File: src/rtl/texblk_pkg.sv
package texblk_pkg;
  localparam int unsigned CH_W   = 8;
  localparam int unsigned N_CH   = 3;
  localparam int unsigned DIM    = 4;
  localparam int unsigned IDX_W  = 2;
  localparam int unsigned SEL_W  = 3;
  localparam int unsigned BLK_W  = 64;
  localparam int unsigned OFS_W  = CH_W + 1;
  localparam int unsigned RGB_W  = N_CH * CH_W;

  // Magnitude of the larger step for one table row.
  function automatic logic [CH_W-1:0] far_step(input logic [SEL_W-1:0] sel);
    case (sel)
      3'd0: far_step = 8'd8;
      3'd1: far_step = 8'd17;
      3'd2: far_step = 8'd29;
      3'd3: far_step = 8'd42;
      3'd4: far_step = 8'd60;
      3'd5: far_step = 8'd80;
      3'd6: far_step = 8'd106;
      default: far_step = 8'd183;
    endcase
  endfunction

  // Magnitude of the smaller step for one table row.
  function automatic logic [CH_W-1:0] near_step(input logic [SEL_W-1:0] sel);
    case (sel)
      3'd0: near_step = 8'd2;
      3'd1: near_step = 8'd5;
      3'd2: near_step = 8'd9;
      3'd3: near_step = 8'd13;
      3'd4: near_step = 8'd18;
      3'd5: near_step = 8'd24;
      3'd6: near_step = 8'd33;
      default: near_step = 8'd47;
    endcase
  endfunction

  // Signed offset: outer indices use the far step, inner ones the near step;
  // the upper index bit sets the sign.
  function automatic logic signed [OFS_W-1:0] lum_offset(input logic [SEL_W-1:0] sel,
                                                         input logic [IDX_W-1:0] idx);
    logic [CH_W-1:0] mag;
    mag = (idx[1] == idx[0]) ? far_step(sel) : near_step(sel);
    lum_offset = idx[1] ? $signed({1'b0, mag}) : -$signed({1'b0, mag});
  endfunction

  // Saturating add of a signed offset to an unsigned channel.
  function automatic logic [CH_W-1:0] sat_add(input logic [CH_W-1:0] base,
                                              input logic signed [OFS_W-1:0] ofs);
    logic signed [CH_W+1:0] sum;
    sum = $signed({2'b00, base}) + (CH_W+2)'(ofs);
    if (sum < 0)
      sat_add = '0;
    else if (sum > $signed({2'b00, {CH_W{1'b1}}}))
      sat_add = '1;
    else
      sat_add = sum[CH_W-1:0];
  endfunction
endpackage

File: src/rtl/texblk_unpack.sv
module texblk_unpack
  import texblk_pkg::*;
#(
  parameter int unsigned COORD_W = $clog2(DIM)
) (
  input  logic [BLK_W-1:0]   blk,
  input  logic [COORD_W-1:0] x,
  input  logic [COORD_W-1:0] y,
  output logic [RGB_W-1:0]   base,
  output logic [SEL_W-1:0]   sel,
  output logic [IDX_W-1:0]   idx
);
  localparam int unsigned BASE_LSB = BLK_W - RGB_W;
  localparam int unsigned SEL_LSB  = BASE_LSB - SEL_W;
  localparam int unsigned IDX_BITS = DIM * DIM * IDX_W;

  logic [2*COORD_W-1:0] texel_num;
  logic unused_rsvd_bits;

  assign texel_num = {y, x};
  assign base = blk[BLK_W-1 -: RGB_W];
  assign sel  = blk[SEL_LSB +: SEL_W];
  assign idx  = blk[IDX_W*texel_num +: IDX_W];
  assign unused_rsvd_bits = ^blk[SEL_LSB-1:IDX_BITS];
endmodule

File: src/rtl/texblk_lum_lut.sv
module texblk_lum_lut
  import texblk_pkg::*;
(
  input  logic [SEL_W-1:0]        sel,
  input  logic [IDX_W-1:0]        idx,
  output logic signed [OFS_W-1:0] ofs
);
  assign ofs = lum_offset(sel, idx);
endmodule

File: src/rtl/texblk_chan_sat.sv
module texblk_chan_sat
  import texblk_pkg::*;
(
  input  logic [CH_W-1:0]         base,
  input  logic signed [OFS_W-1:0] ofs,
  output logic [CH_W-1:0]         res
);
  assign res = sat_add(base, ofs);
endmodule

File: src/rtl/texblk_decoder.sv
module texblk_decoder
  import texblk_pkg::*;
(
  input  logic             clk,
  input  logic             rst_n,
  input  logic             req_valid,
  input  logic [63:0]      req_block,
  input  logic [1:0]       req_x,
  input  logic [1:0]       req_y,
  output logic             rsp_valid,
  output logic [23:0]      rsp_rgb
);
  logic [RGB_W-1:0]        unp_base;
  logic [SEL_W-1:0]        unp_sel;
  logic [IDX_W-1:0]        unp_idx;
  logic signed [OFS_W-1:0] lut_ofs;
  logic [RGB_W-1:0]        sat_rgb;

  texblk_unpack u_unpack (
    .blk  (req_block),
    .x    (req_x),
    .y    (req_y),
    .base (unp_base),
    .sel  (unp_sel),
    .idx  (unp_idx)
  );

  texblk_lum_lut u_lut (
    .sel (unp_sel),
    .idx (unp_idx),
    .ofs (lut_ofs)
  );

  for (genvar c = 0; c < N_CH; c++) begin : g_chan
    texblk_chan_sat u_sat (
      .base (unp_base[c*CH_W +: CH_W]),
      .ofs  (lut_ofs),
      .res  (sat_rgb[c*CH_W +: CH_W])
    );
  end

  always_ff @(posedge clk) begin
    if (!rst_n) begin
      rsp_valid <= 1'b0;
      rsp_rgb   <= '0;
    end else begin
      rsp_valid <= req_valid;
      if (req_valid) rsp_rgb <= sat_rgb;
    end
  end
endmodule

File: config.mk
export PLATFORM = sky130hd
export DESIGN_NAME = texblk_decoder
export DESIGN_NICKNAME = d
export VERILOG_FILES = /design/src/rtl/texblk_pkg.sv /design/src/rtl/texblk_unpack.sv /design/src/rtl/texblk_lum_lut.sv /design/src/rtl/texblk_chan_sat.sv /design/src/rtl/texblk_decoder.sv
export SDC_FILE = /design/constraint.sdc
export NUM_CORES = 1
export LEC_CHECK = 0
export ABC_AREA = 1
export BUFFER_PORTS_ARGS = -buffer_cell sky130_fd_sc_hd__buf_2
export CAP_MARGIN = 20
export CORE_ASPECT_RATIO = 0.5
export CORE_UTILIZATION = 40
export CTS_CLUSTER_DIAMETER = 100
export DETAILED_ROUTE_END_ITERATION = 10
export PLACE_DENSITY = 0.66
export SYNTH_ARGS = -nofsm -noshare
export SYNTH_HDL_FRONTEND = slang
export SYNTH_SLANG_ARGS = --single-unit
File: constraint.sdc
create_clock -name clk -period 5.6 [get_ports clk]
set_input_delay 0.84 -clock clk [delete_from_list [all_inputs] [get_ports clk]]
set_output_delay 0.84 -clock clk [all_outputs]
set_load 0.1 [all_outputs]
# Yosys cells after proc, flatten, opt, wreduce, memory -nomap -nowiden
# Cells that the tools add are included.
# classes
add_sub_neg,4
shifts,1
n_eq_ne,7
bitwise_logic,0
div_mod_pow,0
reduce_logical,1
mux,10
multipliers,0
n_lt_le_gt_ge,6
# op_table
cell,count
variable part select 64 x 6 -> 2 bit,1
two-way mux 8 bit,7
case mux 8 bit (7 select lines),1
case mux 6 bit (7 select lines),1
adder 9 x 9 -> 10 bit,3
"greater-than comparator 10 x 9 -> 1 bit, second input constant",3
"less-than comparator 10 x 1 -> 1 bit, second input constant",3
"equality test 3 bit, second input constant",3
two-way mux 9 bit,1
negator 8 -> 9 bit,1
"equality test 3 x 2 -> 1 bit, second input constant",2
"equality test 3 x 1 -> 1 bit, second input constant",1
logical NOT 3 bit,1
equality test 1 bit,1
# totals
wordCells,31
register_bits,25
in_bits,71
latch_bits,0
output_inout_bits,25
memories,0
rom_bits,0
mem_bits_rw,0

# Logic depth before layout (Yosys ltp)
# logic_depth
word_depth,9
depth_mapped,30
mapped_depth_nobuf,28

# Cells and area by module
# Synthesis repeated with hierarchy kept, for this count alone.
# hier_totals
cells_unflattened,673
hier_area_um2,3687.3
# modules_own_cells
mod,cells_per_inst,n_inst,area_each_um2,seq_area_each_um2
texblk_chan_sat,104,3,549.3,0.0
texblk_decoder,155,1,1003.5,500.5
texblk_unpack,125,1,623.1,0.0
texblk_lum_lut,81,1,412.9,0.0

# Worst setup path before layout
# No wires, ideal clock.
# synth_timing
path_type,input-to-reg
start,in req_x[0]
end,reg rsp_rgb[23]
arrival_time_ns,3.623
slack_ns,1.909
stages,27
required_ns,5.532
setup_ns,0.068
path_buffers,2
cell_sequence,buf_6 > inv_4 > buf_6 > nand2_1 > nand2_1 > nand2_1 > nand3_1 > nand3_1 > nand2_2 > nand2_1 > nand2_2 > nand2_1 > nand2_2 > nor2_1 > a31oi_2 > inv_2 > ha_1 > nand3_1 > nand2_1 > nand4_1 > a21boi_0 > nand3_1 > nand2_2 > inv_2 > o21ai_2 > nand2_1 > a21oi_2
# synth_via
elab_chain_cells,9
elab_cells_between_ends,10
classes_between,2 x add/sub; 2 x order compare; 1 x eq/ne; 1 x shift; 4 x mux
# synth_lines
item,line_no,rtl
from (decl),texblk_decoder.sv:8,"input logic [1:0] req_x,"
variable part select 64 x 6 -> 2 bit *,texblk_unpack.sv:23,assign idx = blk[IDX_W*texel_num +: IDX_W];
equality test 1 bit,texblk_pkg.sv:44,mag = (idx[1] == idx[0]) ? far_step(sel) : near_step(sel);
two-way mux 8 bit,texblk_pkg.sv:44,
negator 8 -> 9 bit,texblk_pkg.sv:45,"lum_offset = idx[1] ? $signed({1'b0, mag}) : -$signed({1'b0, mag});"
two-way mux 9 bit *,texblk_pkg.sv:45,
adder 9 x 9 -> 10 bit *,texblk_pkg.sv:52,"sum = $signed({2'b00, base}) + (CH_W+2)'(ofs);"
greater-than comparator 10 x 9 -> 1 bit,texblk_pkg.sv:55,"else if (sum > $signed({2'b00, {CH_W{1'b1}}}))"
two-way mux 8 bit,texblk_pkg.sv:55,
two-way mux 8 bit *,texblk_pkg.sv:53,if (sum < 0)
to (signal assigned),texblk_decoder.sv:48,if (req_valid) rsp_rgb <= sat_rgb;
to (decl),texblk_decoder.sv:11,output logic [23:0] rsp_rgb
# Every way passes the cells marked *; elsewhere a longest branch is shown, timed or not.
# A chain may end at the register's enable or synchronous reset.

# Final worst setup path
# layout_timing
start,in req_x[0]
end,reg rsp_rgb[10]
# Same word-level chain as after synthesis.

==> impl_metrics.tcl <==
set metrics [dict create \
    status "finished clean" \
    grt_pass1_wl_um 11500 \
    synth_xor_xnor_area_share_pct 5.38 \
    powerDensity_nw_per_um2 340 \
    synth_cells 436 \
    synth_fp_nets 537 \
    cts_setup_buffers 0 \
    die_w_um 120 \
    reg2reg_depth 2 \
    grt_remaining_overflow 0 \
    ir_drop_mv 0.160 \
    cts_tree "yes" \
    n_fill_cell 689 \
    cp.arrival_ns 4.54 \
    remaining_drc_errors 0 \
    start_util_pct 43.6 \
    avgSynthCellArea_um2 6.35 \
    port_buffers 90 \
    period_share_pct 77.8 \
    drt-total-wl_um 6750 \
    synthMuxAreaShare_pct 0 \
    cts_hold_buf 0 \
    drive_above_1_share_pct 25.1 \
    first_pass_iters 4 \
    vias 2861 \
    ctsHtreeMaxLevel 1 \
    synth_top_family_by_area "simple AND/OR/NAND/NOR gates" \
    fp.dieH_um 60.8 \
    drv_slew 0 \
    crit_path_end_kind "flip-flop" \
    setup_violations 0 \
    grt_max_degree 28 \
    yosysSeqAreaShare_pct 18.1 \
    cts_num_sinks 25 \
    core-area_um2 6360 \
    ys_ff_latch 25 \
    path_max_fanout 17 \
    fin_crit_ns 4.36 \
    viasPerCell 4.70 \
    ys_warn_count 0 \
    wire_per_inst_um 11.1 \
    place_ws_ns 0.966 \
    hold_path.class "reg2reg" \
    critPathCapture "rsp_rgb[10]" \
    worstSetupPathType "in2reg" \
    crit_start "req_x[0]" \
    drt_iter0_markers 148 \
    clockRootBuffer "clkbuf_16" \
    r2r-start "rsp_rgb[23]" \
    rows 20 \
    synth_compound_gate_area_share_pct 18.4 \
    antenna_found_initial 0 \
    cts_made_buffers 3 \
    ant_nets 0 \
    die-area_um2 7280 \
    hold_path_depth 2 \
    fin_worst_skew_ns 0 \
    clock_latency_ns 0.26 \
    area_growth_pct 20.8 \
    clockBufferDepth 2 \
    clk_pin_slew_ns 0.06 \
    start_kind "input pin" \
    setup_ws_ns 1.24 \
    nNetsFinal 623 \
    worst-endpoint-required_ns 5.78 \
    synth_simple_gate_area_share_pct 32.9 \
    diodes 0 \
    worstMarginPinSlew_ns 0.833 \
    hold_violations 0 \
    rsz0062_at_grt "false" \
    regToRegSetupSlack_ns 4.96 \
    grt_pass1_vias 2531 \
    leakagePower_nw 1.81 \
    timing.slew.headroom_pct 43.9 \
    globalplace.congestion 0.812 \
    post_cts_resized 0 \
    fmax_ghz 0.230 \
    cap_violations 0 \
    synthAdderAreaFrac_pct 14.4 \
    ys_types 34 \
    hpwlAfterDp_um 5570 \
    io_pins 96 \
    grt_use_total_pct 19.7 \
    synth_area_um2 2770 \
    r2r-end "rsp_rgb[23]" \
    fin_tns_setup_ns 0 \
]
[layout by cell type, fill, tap and decap left out, types with 3 or more instances in the layout]
cell type / synthesis / routed
fa_1: 3 / 3
nand4_1: 5 / 5
o21ai_0: 26 / 26
inv_1: 52 / 52
buf_2: 0 / 90
nand3_1: 31 / 31
nor3_1: 3 / 3
inv_2: 7 / 7
xor2_1: 12 / 12
dfxtp_1: 25 / 25
or2_1: 3 / 3
nand2_1: 130 / 130
nand3_2: 5 / 5
a21oi_1: 39 / 39
nor2_1: 11 / 11
clkbuf_16: 0 / 3
xnor2_1: 5 / 5
nand2_2: 11 / 11
o21a_1: 3 / 3
a21oi_2: 6 / 6
o21ai_2: 3 / 3
ha_1: 27 / 27
a21boi_0: 5 / 5
[cell usage after synthesis, drive strengths merged]
cell type / count / area, um2
nand2: 142 / 568
inv: 61 / 234
a21oi: 45 / 248
nand3: 36 / 205
o21ai: 31 / 166
ha: 27 / 338
dfxtp: 25 / 500
nor2: 13 / 53.8
xor2: 12 / 105
a21boi: 6 / 45.1
buf: 5 / 48.8
nand4: 5 / 31.3
xnor2: 5 / 43.8
clkbuf: 4 / 15.0
fa: 3 / 60.1
nor3: 3 / 15.0
o21a: 3 / 22.5
or2: 3 / 18.8
and3: 2 / 12.5
o211ai: 2 / 15.0
a31oi: 1 / 12.5
clkinv: 1 / 3.75
nor4: 1 / 6.26
[flip-flops by register name, summed over array words and instances, names as in the netlist]
register / flops
rsp_valid: 1
rsp_rgb: 24
[critical path: stages]
cell      delay [ns]
buf_2           0.27
inv_4           0.15
nand2_1         0.08
nand2_1         0.05
nand2_1         0.05
nand3_1         0.06
nand3_1         0.11
nand2_4         0.11
inv_4           0.16
nand2_1         0.09
nand2_1         0.10
o21ai_0         0.10
o21ai_0         0.67
ha_1            0.29
a21oi_1         0.09
o21a_1          0.19
a21boi_1        0.29
nor3_1          0.10
nor2_1          0.31
o21ai_0         0.23
a21oi_1         0.16
[power by group]
group / internal (mW) / switching (mW)
combinational: 0.217 / 0.541
sequential: 0.210 / 0.0142
clock: 0.0973 / 0.0595
total: 0.524 / 0.615
[routing by layer]
layer  GRT usage, %  part of all wire (%)  vias to the layer above
met3           2.73                   5.0                        7
met1           28.9                    55                     1204
li1               -                     -                     1588
met4           5.71                   1.4                        0
met5              0                     0                        -
met2           29.9                    39                       62
[worst min-delay path by stage]
stage	from	to
after global routing	rsp_rgb[3]	rsp_rgb[3]
after CTS	rsp_rgb[15]	rsp_rgb[15]
after global placement	rsp_rgb[16]	rsp_rgb[16]
after floorplan	rsp_rgb[0]	rsp_rgb[0]
after detailed placement	rsp_rgb[15]	rsp_rgb[15]
final	rsp_rgb[15]	rsp_rgb[15]
[logic make-up (layout without fill, tap and decap cells)]
kind of cell	Yosys count	count (layout)
AO/OA/AOI/OAI	88	88
XOR/XNOR	17	17
adder cells (fa/ha/maj)	30	30
buffers and inverters	71	156
flip-flops	25	25
AND/OR/NAND/NOR	205	205
[cell type report]
| type | instances | area (um2) | share of cell area, % |
|---|---|---|---|
| Tap cell | 88 | 110 | 3.29 |
| Clock buffer | 4 | 78.8 | 2.36 |
| Sequential cell | 25 | 500 | 15.0 |
| Timing Repair Buffer | 90 | 450 | 13.5 |
| Inverter | 62 | 238 | 7.11 |
| Multi-Input combinational cell | 340 | 1970 | 58.8 |
[stage by stage]
stage | cells | hold slack, ns | instance area (um2) | total power [mW] | utilization [%]
6_report | 609 | 0.461 | 3340 | 1.14 | 52.6
3_5_place_dp | 605 | 0.452 | 3270 | 0.981 | 51.4
5_1_grt | 609 | 0.475 | 3340 | 1.23 | 52.6
4_1_cts | 609 | 0.461 | 3340 | 1.14 | 52.6
2_1_floorplan | 436 | 0.909 | 2770 | 0.839 | -
3_3_place_gp | 605 | 0.451 | 3270 | 0.980 | 51.4
Note: power is estimated with default switching activity, not from simulation.
